**src/rtl/hb_pkg.sv**
```systemverilog
package hb_pkg;

  localparam int LEGS = 2;

  // Leg may conduct only with its line released, no latched fault and a good supply.
  function automatic logic leg_enabled(input logic en_s, input logic flt, input logic supply_ok);
    return en_s & ~flt & supply_ok;
  endfunction

  // Requested {hs, ls} of one leg before PWM and guard.
  function automatic logic [1:0] leg_request(input logic dir_s, input logic ok, input logic test);
    logic hs;
    logic ls;
    hs = ok & dir_s;
    ls = ok & ~dir_s & ~test;
    return {hs, ls};
  endfunction

  // PWM chops only the low side.
  function automatic logic [1:0] pwm_gate(input logic [1:0] cmd, input logic pwm_s);
    return {cmd[1], cmd[0] & pwm_s};
  endfunction

  // Pull-down drive of the shared diagnostic line.
  function automatic logic diag_pull(input logic flt, input logic test, input logic open_flag);
    return flt | (test & open_flag);
  endfunction

endpackage

```
**src/rtl/hb_sync.sv**
```systemverilog
module hb_sync #(
  parameter int W      = 1,
  parameter int STAGES = 2
) (
  input  logic         clk,
  input  logic         rst_n,
  input  logic [W-1:0] d_i,
  output logic [W-1:0] q_o
);

  logic [W-1:0] chain [STAGES];

  always_ff @(posedge clk or negedge rst_n) begin
    if (!rst_n) begin
      for (int k = 0; k < STAGES; k++) chain[k] <= '0;
    end else begin
      chain[0] <= d_i;
      for (int k = 1; k < STAGES; k++) chain[k] <= chain[k-1];
    end
  end

  assign q_o = chain[STAGES-1];

endmodule

```
**src/rtl/hb_fault_latch.sv**
```systemverilog
module hb_fault_latch (
  input  logic clk,
  input  logic rst_n,
  input  logic fault_i,
  input  logic dir_s_i,
  output logic restart_o,
  output logic flt_o
);

  logic dir_q;

  always_ff @(posedge clk or negedge rst_n) begin
    if (!rst_n) dir_q <= 1'b0;
    else        dir_q <= dir_s_i;
  end

  // Restart event: rising edge of the synchronised direction input.
  assign restart_o = dir_s_i & ~dir_q;

  // A live fault wins over a simultaneous restart.
  always_ff @(posedge clk or negedge rst_n) begin
    if (!rst_n)         flt_o <= 1'b0;
    else if (fault_i)   flt_o <= 1'b1;
    else if (restart_o) flt_o <= 1'b0;
  end

endmodule

```
**src/rtl/hb_mode_guard.sv**
```systemverilog
module hb_mode_guard #(
  parameter int W         = 4,
  parameter int GUARD_CYC = 60000
) (
  input  logic         clk,
  input  logic         rst_n,
  input  logic [W-1:0] req_i,
  output logic [W-1:0] cur_o,
  output logic         busy_o
);

  localparam int CW = $clog2(GUARD_CYC + 1);
  localparam logic [CW-1:0] LOAD = CW'(GUARD_CYC);
  localparam logic [CW-1:0] ONE  = CW'(1);

  logic [CW-1:0] cnt_q;

  always_ff @(posedge clk or negedge rst_n) begin
    if (!rst_n) begin
      cnt_q <= '0;
      cur_o <= '0;
    end else if (cnt_q != '0) begin
      cnt_q <= cnt_q - ONE;
      if (cnt_q == ONE) cur_o <= req_i;
    end else if (req_i != cur_o) begin
      cnt_q <= LOAD;
    end
  end

  assign busy_o = (cnt_q != '0);

endmodule

```
**src/rtl/hb_bridge_ctrl.sv**
```systemverilog
module hb_bridge_ctrl
  import hb_pkg::*;
#(
  parameter int GUARD_CYC   = 60000,
  parameter int SYNC_STAGES = 2
) (
  input  logic clk,
  input  logic rst_n,
  input  logic dir_a_i,
  input  logic dir_b_i,
  input  logic pwm_i,
  input  logic en_a_i,
  input  logic en_b_i,
  input  logic ot_a_i,
  input  logic ot_b_i,
  input  logic sat_a_i,
  input  logic sat_b_i,
  input  logic uv_i,
  input  logic ov_i,
  input  logic test_i,
  input  logic open_a_i,
  input  logic open_b_i,
  output logic hs_a_o,
  output logic ls_a_o,
  output logic hs_b_o,
  output logic ls_b_o,
  output logic diag_pd_a_o,
  output logic diag_pd_b_o
);

  localparam int NCMD = 2 * LEGS;
  localparam int SW   = 2 * LEGS + 1;

  logic [LEGS-1:0] dir_raw, en_raw, ot_raw, sat_raw, open_raw;
  logic [LEGS-1:0] dir_s, en_s;
  logic            pwm_s;
  logic            supply_ok;
  logic [LEGS-1:0] flt_vec, restart_vec, leg_ok, diag_pd;
  logic [NCMD-1:0] req_cmd, cur_cmd, live_cmd, gate_cmd;
  logic            guard_busy;

  assign dir_raw  = {dir_b_i, dir_a_i};
  assign en_raw   = {en_b_i, en_a_i};
  assign ot_raw   = {ot_b_i, ot_a_i};
  assign sat_raw  = {sat_b_i, sat_a_i};
  assign open_raw = {open_b_i, open_a_i};

  hb_sync #(.W(SW), .STAGES(SYNC_STAGES)) u_sync (
    .clk   (clk),
    .rst_n (rst_n),
    .d_i   ({pwm_i, en_raw, dir_raw}),
    .q_o   ({pwm_s, en_s, dir_s})
  );

  assign supply_ok = ~(uv_i | ov_i);

  // Commands that are applied and still requested; a withdrawn switch drops at once.
  assign live_cmd = cur_cmd & req_cmd;

  for (genvar g = 0; g < LEGS; g++) begin : g_leg
    hb_fault_latch u_flt (
      .clk       (clk),
      .rst_n     (rst_n),
      .fault_i   (ot_raw[g] | sat_raw[g]),
      .dir_s_i   (dir_s[g]),
      .restart_o (restart_vec[g]),
      .flt_o     (flt_vec[g])
    );
    assign leg_ok[g]          = leg_enabled(en_s[g], flt_vec[g], supply_ok);
    assign req_cmd[2*g +: 2]  = leg_request(dir_s[g], leg_ok[g], test_i);
    assign gate_cmd[2*g +: 2] = guard_busy ? 2'b00 : pwm_gate(live_cmd[2*g +: 2], pwm_s);
    assign diag_pd[g]         = diag_pull(flt_vec[g], test_i, open_raw[g]);
  end

  hb_mode_guard #(.W(NCMD), .GUARD_CYC(GUARD_CYC)) u_guard (
    .clk    (clk),
    .rst_n  (rst_n),
    .req_i  (req_cmd),
    .cur_o  (cur_cmd),
    .busy_o (guard_busy)
  );

  assign hs_a_o      = gate_cmd[1];
  assign ls_a_o      = gate_cmd[0];
  assign hs_b_o      = gate_cmd[3];
  assign ls_b_o      = gate_cmd[2];
  assign diag_pd_a_o = diag_pd[0];
  assign diag_pd_b_o = diag_pd[1];

endmodule

```
**config.mk**
```make
export PLATFORM = sky130hd
export DESIGN_NAME = hb_bridge_ctrl
export DESIGN_NICKNAME = d
export VERILOG_FILES = /design/src/rtl/hb_pkg.sv /design/src/rtl/hb_sync.sv /design/src/rtl/hb_fault_latch.sv /design/src/rtl/hb_mode_guard.sv /design/src/rtl/hb_bridge_ctrl.sv
export SDC_FILE = /design/constraint.sdc
export NUM_CORES = 1
export LEC_CHECK = 0
export CORE_ASPECT_RATIO = 1.2
export CORE_UTILIZATION = 45
export DETAILED_ROUTE_END_ITERATION = 8
export DONT_BUFFER_PORTS = 1
export PLACE_DENSITY_LB_ADDON = 0.2
export SLEW_MARGIN = 20
export SYNTH_ARGS = -nofsm -noshare
export SYNTH_HDL_FRONTEND = slang
export SYNTH_SLANG_ARGS = --single-unit
```
**constraint.sdc**
```tcl
create_clock -name clk -period 2.3 [get_ports clk]
set_input_delay 0.115 -clock clk [delete_from_list [all_inputs] [get_ports clk]]
set_output_delay 0.115 -clock clk [all_outputs]
set_load 0.02 [all_outputs]
```
==> results of run 1 <==
state kept, by name, indices dropped and copies added, names as in the netlist:
register           count
g_leg.u_flt.flt_o      2
u_sync.q_o             5
u_guard.cnt_q         16
u_guard.cur_o          4
g_leg.u_flt.dir_q      2
u_sync.chain           5
critical path: cells and delay by family (launching register included):
| family | cells | cell delay [ns] |
|---|---|---|
| buffers and inverters | 1 | 0.13 |
| AND/OR/NAND/NOR | 3 | 1.01 |
| adder cells (fa/ha/maj) | 1 | 0.18 |
| flip-flops | 1 | 0.43 |
through the flow:
stage / cells / power [uW] / setup slack (ns) / hold slack [ns] / cell area [um^2]
after floorplan: 131 / 630 / 0.243 / -0.181 / 1570
after global placement: 165 / 632 / 0.0618 / -0.180 / 1610
after detailed placement: 165 / 633 / 0.0132 / -0.180 / 1610
after CTS: 184 / 1120 / 0.105 / 0.181 / 1830
after global routing: 184 / 1150 / 0.0387 / 0.195 / 1840
final: 184 / 1100 / 0.161 / 0.185 / 1840
layout by cell type, fill, tap and decap left out, drive strengths merged:
| cell | synthesis | layout |
|---|---|---|
| a211o | 2 | 2 |
| dlygate4sd3 | 0 | 10 |
| nand2b | 2 | 2 |
| mux2 | 4 | 4 |
| nand3 | 1 | 1 |
| nor3b | 2 | 2 |
| and4 | 1 | 1 |
| inv | 2 | 2 |
| clkbuf | 2 | 6 |
| or3 | 2 | 2 |
| buf | 3 | 3 |
| and3 | 4 | 4 |
| dfrtp | 34 | 34 |
| xor2 | 3 | 3 |
| nand2 | 5 | 5 |
| nor2 | 3 | 3 |
| clkinvlp | 0 | 1 |
| a21oi | 6 | 6 |
| or4 | 2 | 2 |
| or3b | 1 | 1 |
| and2 | 5 | 5 |
| a21o | 3 | 3 |
| nor4 | 9 | 9 |
| nor4b | 3 | 3 |
| nor3 | 14 | 14 |
| nand4 | 1 | 1 |
| a211oi | 4 | 4 |
| xnor2 | 5 | 5 |
| or4b | 1 | 1 |
| clkinv | 0 | 1 |
| ha | 7 | 7 |
power by group through the flow:
stage	Combinational, uW	Clock (uW)	Sequential, uW
4_1_cts	35.9	467	615
3_3_place_gp	6.70	0	626
2_1_floorplan	5.89	0	624
5_1_grt	39.6	497	616
6_report	35.5	451	615
3_5_place_dp	7.00	0	626
area by class of cell:
cell class	count	area share, %
clock buffer	6	4.48
clock inverter	2	0.679
inverter	2	0.407
multi-input combinational	90	38.4
sequential	34	46.2
tap	37	2.51
timing repair buffer	13	7.33
how the worst max path moves through the flow:
stage | cells after the start | endpoint | slack, ns | start
after floorplan | 7 | u_guard.cnt_q[11] | 0.24 | g_leg[0].u_flt.flt_o
after detailed placement | 6 | u_guard.cnt_q[11] | 0.01 | g_leg[0].u_flt.flt_o
final | 5 | ls_b_o | 0.16 | u_guard.cnt_q[0]
after global routing | 5 | ls_a_o | 0.04 | u_guard.cnt_q[0]
after global placement | 6 | u_guard.cnt_q[15] | 0.06 | g_leg[0].u_flt.flt_o
after CTS | 5 | ls_b_o | 0.10 | u_guard.cnt_q[0]
logic make-up (layout without fill, tap and decap cells):
group | count (synthesis) | count (layout) | synth area share, %
xor+xnor | 8 | 8 | 4.46
compound gates | 15 | 15 | 6.37
simple gates | 56 | 56 | 24.5
flops | 34 | 34 | 54.1
mux | 4 | 4 | 2.87
buf+inv | 7 | 23 | 2.07
fa+ha+maj | 7 | 7 | 5.57
repair_timing:
| item | 4_1_cts | 5_1_grt |
|---|---|---|
| hold buffers | 11 | 0 |
| resized for setup | 1 | 4 |
| setup endpoints to repair | 2 | 11 |
| endpoints found under the hold margin | 41 | 0 |
routing by layer:
layer | up-vias | wire [um] | GRT usage (%)
li1 | 511 | - | -
met1 | 511 | 1330 | 20.2
met2 | 21 | 1530 | 31.8
met3 | 4 | 92 | 5.05
met4 | 0 | 35 | 7.93
met5 | - | 0 | 0
==> key figures, run 1 <==
Outcome
  – Status: finished clean

CTS
  – Reg clk slew, reported paths: 0.07 ns
  – Post-CTS Setup Bufs: 0
  – CTS sink cnt: 34
  – H-tree Lvls: 2
  – CTS tree: done
  – Clk root buf: clkbuf_8
  – CTS Buf Count: 5
  – Worst skew pair latency: about 0.28 ns
  – Clock Tree Buf Depth: 2

Logic synthesis
  – Seq cells post-synth: 34
  – Cell accounting for the most synthesized area: dfrtp_1
  – Syn_nets: 154
  – Most common cell in the netlist: dfrtp_1
  – Synth Flop Type: dfrtp_1
  – Main area contributors after synthesis: dfrtp_1 (54%), ha_1 (5.6%), nor3_1 (4.1%)
  – Number of distinct library cells after synthesis: 35
  – Mapped cell area: between 1500 and 2000 um^2
  – Yosys top cell area share: 54.1%
  – Avg Inst Size Synth: 12.0 um^2
  – Ys async rst share: 100%
  – Number of synthesized flops with an enable pin: 0
  – Most common library cells after synthesis: dfrtp_1 (34), nor3_1 (13), ha_1 (7)
  – Post-Synthesis Cells: between 100 and 150
  – Synthesis Warnings: 0
  – Seq/Total Area, Yosys: 54.1%

Power and ir drop
  – Clock power frac: between 40% and 50%
  – Switching portion of total power: about a fifth
  – Flop pwr share: 55.8%
  – Power per Cell Area: 598 nW/um^2
  – P_leak: 0.000774 uW
  – Switching power total: 234 uW
  – VDD IR max: 0.508 mV
  – Comb pwr share: 3.2%
  – Pint: 868 uW

Floorplanning
  – # rows: 23
  – Die X: roughly 56 um
  – Die area: 3730 um^2
  – Die height: 66.7 um
  – Initial Util: a little under half
  – Top-level port count: 22
  – CORE AREA: 3340 um^2

Timing
  – Setup_tns: 0 ns
  – Final Slew Violations: 0
  – RSZ-0062 raised after global routing: false
  – Hold Vio Cnt, Final: 0
  – Period Utilization, post-route: 93.0%
  – Worst-margin pin slew: between 0.4 and 0.5 ns
  – Max Freq: 0.468 GHz
  – Final critical-path required period: 2.14 ns
  – Worst slew margin: 67.1%
  – Setup violations, final: 0
  – Layout Skew: 0.00344 ns

Worst setup path
  – Max incr delay on CP: between 0.4 and 0.5 ns
  – Worst r2r dst: u_guard.cnt_q[6]
  – Setup crit end kind: output pin
  – Crit path arrival time: roughly 2.0 ns
  – Cell Chain, Critical Path: inv_1 > ha_1 > nor4b_1 > and4_4 > and3_1
  – Req. time, crit path: 2.18 ns
  – Slowest cell on the critical path: dfrtp_1
  – Setup slack, reg-to-reg: 0.26 ns
  – R2R depth: 6
  – Crit path kind: register to output pin
  – CP Launch Type: register
  – Crit path max fanout: 11
  – Reg2reg start: g_leg[0].u_flt.flt_o

Finish
  – Share of layout cells above drive strength 1: 17.7%
  – Area Overhead vs Synth: 17.3%
  – Final nets: 169
  – Antenna cell count: 0
  – Register area: 851 um^2
  – Multi-input combinational cell area: 708 um^2
  – Fin util: 55.2%
  – Fill cell count: 289

GRT
  – Initial antenna violation count: 0
  – GR Util All Layers: ~18%
  – Global-route wire length before repair: ~5000 um
  – Largest net degree at the start of global routing: 35
  – Vias in the first global route: approximately 1,100
  – GR Overflow Total: 0

Hold path
  – Hold Crit Start: test_i
  – Hold path depth: 2
  – Hold WC Path Type: input port to register
  – Hold EP: u_guard.cur_o[0]

Detailed routing
  – TritonRoute pass-1 iters: 3
  – DR iter-0 viols: 23
  – Number of remaining DRC errors: 0
  – Final ANT Viol Nets: 0
  – Via count: ~1,000
  – Vias/cell: 5.69
  – Drt wl/cell: 16.3 um
  – Total routed wirelength: 2990 um

Place
  – DPL Wire Length: around 2000 um
  – # port buffers: 0
  – Routability Congestion: 0.810

Run
  – MaxCap Viol Count: 0
No activity file was read; power rests on OpenSTA's default activity.
==> run 2: changes to the inputs <==
--- a/config.mk
+++ b/config.mk
@@ -10,6 +10,7 @@
 export DETAILED_ROUTE_END_ITERATION = 8
 export DONT_BUFFER_PORTS = 1
 export PLACE_DENSITY_LB_ADDON = 0.2
+export SETUP_SLACK_MARGIN = 0.2
 export SLEW_MARGIN = 20
 export SYNTH_ARGS = -nofsm -noshare
 export SYNTH_HDL_FRONTEND = slang
==> run 2 against run 1 <==
First-iteration DRC count fell by 4.3%. Die area did not move. Critical endpoint is now hs_b_o. Total power rose by 0.43%.
==> key figures, run 2 (synthesis gave the netlist of run 1 again) <==
Outcome
  – Status: finished clean

CTS
  – Clk root buf: clkbuf_8
  – H-tree Lvls: 2
  – CTS tree: done
  – Worst skew pair latency: 0.28 ns
  – CTS Buf Count: 5
  – Reg clk slew, reported paths: 0.07 ns
  – Clock Tree Buf Depth: 2
  – CTS sink cnt: 34

Finish
  – Fill cell count: 283
  – Share of layout cells above drive strength 1: 22.1%
  – Fin area: approximately 1900 um^2
  – Area Overhead vs Synth: 21.1%
  – Antenna cell count: 0
  – Most common library cell in the layout ignoring fill and taps: dfrtp_1
  – Multi-input combinational cell area: 753 um^2
  – Max reg flops: 16
  – Top reg by flops: u_guard.cnt_q
  – Final nets: 171
  – Register area: 851 um^2
  – Commonest non-fill, non-tap cells in the layout: dfrtp_1 (34), nor3_1 (13), dlygate4sd3_1 (10)
  – Fin util: 57.0%

Hold path
  – Hold WC Path Type: input port to register
  – Hold Crit Start: test_i

GRT
  – Global-route wire length before repair: 5050 um
  – Vias in the first global route: 1,103
  – GR Util All Layers: 18.0%
  – Largest net degree at the start of global routing: 35
  – Initial antenna violation count: 0
  – GR Overflow Total: 0

Power and ir drop
  – Clock power frac: between 40% and 50%
  – Flop pwr share: a little under three fifths
  – Comb pwr share: around 3.4%
  – Power per Cell Area: 581 nW/um^2
  – Pint: between 800 and 900 uW
  – Switching portion of total power: 21.4%
  – VDD IR max: about 0.49 mV
  – P_leak: 0.000802 uW
  – Switching power total: 237 uW

Floorplanning
  – Die area: 3730 um^2
  – # rows: 23
  – Die X: between 50 and 60 um
  – Initial Util: between 40% and 50%
  – CORE AREA: 3340 um^2
  – Top-level port count: 22
  – Die height: 66.7 um

Detailed routing
  – Drt wl/cell: 16.5 um
  – Via count: between 1,000 and 1,500
  – Number of remaining DRC errors: 0
  – Final ANT Viol Nets: 0
  – Total routed wirelength: 3080 um
  – TritonRoute pass-1 iters: 4
  – Vias/cell: ~5.7
  – DR iter-0 viols: 22

Place
  – Post-place setup slack: approximately 0.013 ns
  – DPL Wire Length: 2040 um
  – Routability Congestion: 0.810
  – Placed Area: 1610 um^2
  – # port buffers: 0

Timing
  – Final setup margin: 0.291 ns
  – Setup_tns: 0 ns
  – Final Slew Violations: 0
  – Worst slew margin: between 60 and 70%
  – Hold Vio Cnt, Final: 0
  – Worst-margin pin slew: 0.479 ns
  – Final critical-path required period: 2.01 ns
  – RSZ-0062 raised after global routing: false
  – Setup violations, final: 0
  – Period Utilization, post-route: 87.4%
  – Max Freq: 0.498 GHz
  – Layout Skew: 0.00196 ns

Worst setup path
  – Reg2reg start: u_guard.cnt_q[9]
  – Crit path arrival time: 1.89 ns
  – Setup slack, reg-to-reg: 0.32 ns
  – Setup crit end kind: output pin
  – Crit path max fanout: 11
  – Crit path kind: register to output pin
  – Setup crit start: u_guard.cnt_q[0]
  – CP Launch Type: register
  – Req. time, crit path: roughly 2.2 ns

Run
  – MaxCap Viol Count: 0
==> run 2: worst paths after layout <==
check                                    to  cells past startpoint
setup / recovery                     hs_b_o                      5
hold / removal             u_guard.cur_o[2]                      2
setup reg to reg           u_guard.cur_o[2]                      4
max in group asynchronous  u_guard.cur_o[2]                      2
min in group asynchronous     u_sync.q_o[2]                      2
hold reg to reg               u_sync.q_o[3]                      0
==> run 2: worst max-delay path, cell delays in order, from the launching register on <==
cell and delay, ns:
dfrtp_1 0.43, inv_1 0.13, ha_1 0.18, nor4b_2 0.26, and4_4 0.34, and2_1 0.26
==> run 2: final cells by class <==
type,count,area share (%)
Sequential cell,34,44.7
Clock inverter,2,0.657
Tap cell,37,2.43
Inverter,2,0.394
Timing Repair Buffer,15,7.89
Clock buffer,6,4.34
Multi-Input combinational cell,90,39.6
==> run 2: repair_timing <==
action	4_1_cts	5_1_grt
pin swaps	0	2
buffers inserted	0	2
hold endpoints to repair	41	0
gates resized for setup	4	10
endpoints found under the setup margin	13	11
hold buffers	11	0
==> run 2: power by group through the flow <==
stage | Sequential [uW] | Clock, uW | Combinational [uW]
after floorplan | 624 | 0 | 5.89
after global placement | 626 | 0 | 6.70
after detailed placement | 626 | 0 | 7.00
after CTS | 615 | 467 | 35.9
after global routing | 617 | 497 | 41.7
final | 616 | 453 | 37.7
==> run 2: metal layers <==
metal | GRT usage (%) | part of all wire [%] | wire length [um] | up-vias
met3 | 5.05 | 4.0 | 122 | 6
li1 | - | - | - | 514
met1 | 20.4 | 43 | 1310 | 510
met4 | 7.93 | 1.3 | 41 | 0
met5 | 0 | 0 | 0 | -
met2 | 31.8 | 52 | 1600 | 22
==> run 2: stage by stage <==
step	hold WS [ns]	instances	total power [uW]
floorplan	-0.181	131	630
global placement	-0.180	165	632
detailed placement	-0.180	165	633
CTS	0.181	184	1120
global route	0.184	186	1160
finish	0.173	186	1110
==> run 3: changes to the inputs <==
==> constraint.sdc (replaced) <==
create_clock -name clk -period 2.3 [get_ports clk]
set_input_delay 0.23 -clock clk [delete_from_list [all_inputs] [get_ports clk]]
set_output_delay 0.23 -clock clk [all_outputs]
set_load 0.02 [all_outputs]
==> run 3 against run 2 <==
Die area stayed put. Non-clock buffer count is 5 lower. First-iteration DRC count is 86% higher. Clock skew hardly changed. Total power is 0.21% lower. Cell count is 2.7% lower. Setup slack worse by 0.0017 ns. Global-route usage is 0.13 points higher. Largest cell class unchanged.
==> key figures, run 3 (synthesis gave the netlist of run 1 again) <==
Outcome
  – Status: finished clean

CTS
  – CTS tree: done
  – CTS Buf Count: 5
  – CTS sink cnt: 34
  – H-tree Lvls: 2
  – Clock Tree Buf Depth: 2
  – Reg clk slew, reported paths: 0.07 ns
  – Clk root buf: clkbuf_8
  – Worst skew pair latency: 0.28 ns

Power and ir drop
  – Pint: approximately 860 uW
  – Overall power: 1100 uW
  – Comb pwr share: approximately 2.9%
  – Power per Cell Area: 593 nW/um^2
  – Switching power total: 239 uW
  – Flop pwr share: 55.8%
  – P_leak: 0.000800 uW
  – VDD IR max: between 0.3 and 0.4 mV
  – Clock power frac: about two fifths
  – Switching portion of total power: 21.7%

Worst setup path
  – Crit path max fanout: 3
  – Slowest cell on the critical path: nor4b_1
  – Max incr delay on CP: between 0.4 and 0.5 ns
  – Cell Chain, Critical Path: nor4b_1 > and2_1 > ha_1 > nor4_4 > buf_4 > a21oi_1 > a21oi_1
  – Crit path arrival time: 2.22 ns
  – Buf+Inv Stages, Crit Path: 1
  – Crit path kind: register to register
  – Most used cell along the critical path: a21oi_1
  – CP Launch Type: register
  – Req. time, crit path: 2.51 ns
  – Crit-path leading delay family: simple AND/OR/NAND/NOR gates
  – Setup crit end kind: register

Finish
  – Register area: 851 um^2
  – Share of layout cells above drive strength 1: 23.6%
  – Max reg flops: 16
  – Fin area: 1860 um^2
  – Antenna cell count: 0
  – Top reg by flops: u_guard.cnt_q
  – Commonest non-fill, non-tap cells in the layout: dfrtp_1 (34), nor3_1 (13)
  – Area Overhead vs Synth: 18.5%
  – Final nets: ~170
  – Non-filler cells in the finished layout: 181
  – Fin util: 55.8%
  – Fill cell count: 297
  – Most common library cell in the layout ignoring fill and taps: dfrtp_1
  – Multi-input combinational cell area: 759 um^2

Floorplanning
  – Die X: roughly 56 um
  – Die height: about 67 um
  – CORE AREA: 3340 um^2
  – Top-level port count: 22
  – Initial Util: 47.1%
  – # rows: 23
  – Die area: 3730 um^2

Timing
  – RSZ-0062 raised after global routing: true
  – Worst-margin pin slew: around 0.45 ns
  – Final critical-path required period: about 2 ns
  – Layout Skew: roughly 0.0023 ns
  – Period Utilization, post-route: 87.4%
  – Final hold slack: 0.0467 ns
  – Setup violations, final: 0
  – Hold Vio Cnt, Final: 0
  – Max Freq: 0.497 GHz
  – Worst slew margin: 69.6%
  – Final Slew Violations: 0

Detailed routing
  – Total routed wirelength: 3090 um
  – Number of remaining DRC errors: 0
  – Vias/cell: 5.89
  – Via count: roughly 1,100
  – Drt wl/cell: 17.0 um
  – Final ANT Viol Nets: 0
  – TritonRoute pass-1 iters: 4
  – DR iter-0 viols: 41

GRT
  – Initial antenna violation count: 0
  – Global-route wire length before repair: 4960 um
  – GR Util All Layers: 18.1%
  – GR Overflow Total: 0
  – Vias in the first global route: approximately 1,100
  – Largest net degree at the start of global routing: 35

Hold path
  – Hold WC Path Type: input port to register

Place
  – Placed insts: 165
  – Routability Congestion: 0.774
  – DPL Wire Length: 1970 um
  – Placed Area: 1610 um^2
  – # port buffers: 0

Run
  – MaxCap Viol Count: 0
==> run 3: cell count changes in the layout (fill, tap and decap cells not counted), sizes merged <==
| cell | delta |
|---|---|
| dlygate4sd3 | -4 |
| buf | -1 |
==> run 3: power by group through the flow <==
stage | clock network, uW | registers [uW] | logic [uW]
2_1_floorplan | 0 | 624 | 5.89
3_3_place_gp | 0 | 626 | 6.69
3_5_place_dp | 0 | 626 | 6.89
4_1_cts | 468 | 615 | 31.5
5_1_grt | 494 | 616 | 35.7
6_report | 457 | 616 | 31.5
==> run 3: layout make-up <==
type	count	share of cell area (%)
sequential	34	45.7
inverter	2	0.403
timing repair buffer	10	5.51
tap	37	2.49
clock inverter	2	0.672
multi-input combinational	90	40.8
clock buffer	6	4.44
==> run 3: layer usage <==
layer  global-route usage [%]  wire length (um)  vias up
li1                         -                 -      501
met1                     20.4              1260      533
met2                     32.1              1650       27
met3                     5.44               118        5
met4                     7.62                52        0
met5                        0                 0        -
==> run 3: repair_timing <==
action,CTS,global route
resized for setup,8,9
endpoints found under the setup margin,13,13
pin swaps,0,0
endpoints found under the hold margin,39,0
buffers inserted,1,0
hold buffers,7,0
==> run 3: final timing paths <==
path	startpoint	to	slack (ns)	cells after the start
max	g_leg[1].u_flt.flt_o	u_guard.cnt_q[1]	0.29	7
min	sat_a_i	g_leg[0].u_flt.flt_o	0.05	1
max reg2reg	g_leg[1].u_flt.flt_o	u_guard.cnt_q[1]	0.29	7
min reg2reg	u_sync.chain[8]	u_sync.q_o[3]	0.35	0
max in group asynchronous	rst_n	u_guard.cur_o[0]	1.73	2
min in group asynchronous	rst_n	g_leg[0].u_flt.flt_o	0.38	2
==> run 3: worst reg2reg max path, delay by kind of cell, from the launching register on <==
kind / cells / cell delay, ns
buffers and inverters: 1 / 0.16
AO/OA/AOI/OAI: 2 / 0.19
AND/OR/NAND/NOR: 3 / 0.90
flip-flops: 1 / 0.41
adder cells (fa/ha/maj): 1 / 0.27
==> run 3: per-stage QoR <==
| stage | worst slack (ns) | setup TNS [ns] |
|---|---|---|
| floorplan | 0.243 | 0 |
| global placement | 0.0418 | 0 |
| detailed placement | -0.00762 | -0.0137 |
| CTS | 0.204 | 0 |
| global route | 0.111 | 0 |
| finish | 0.289 | 0 |
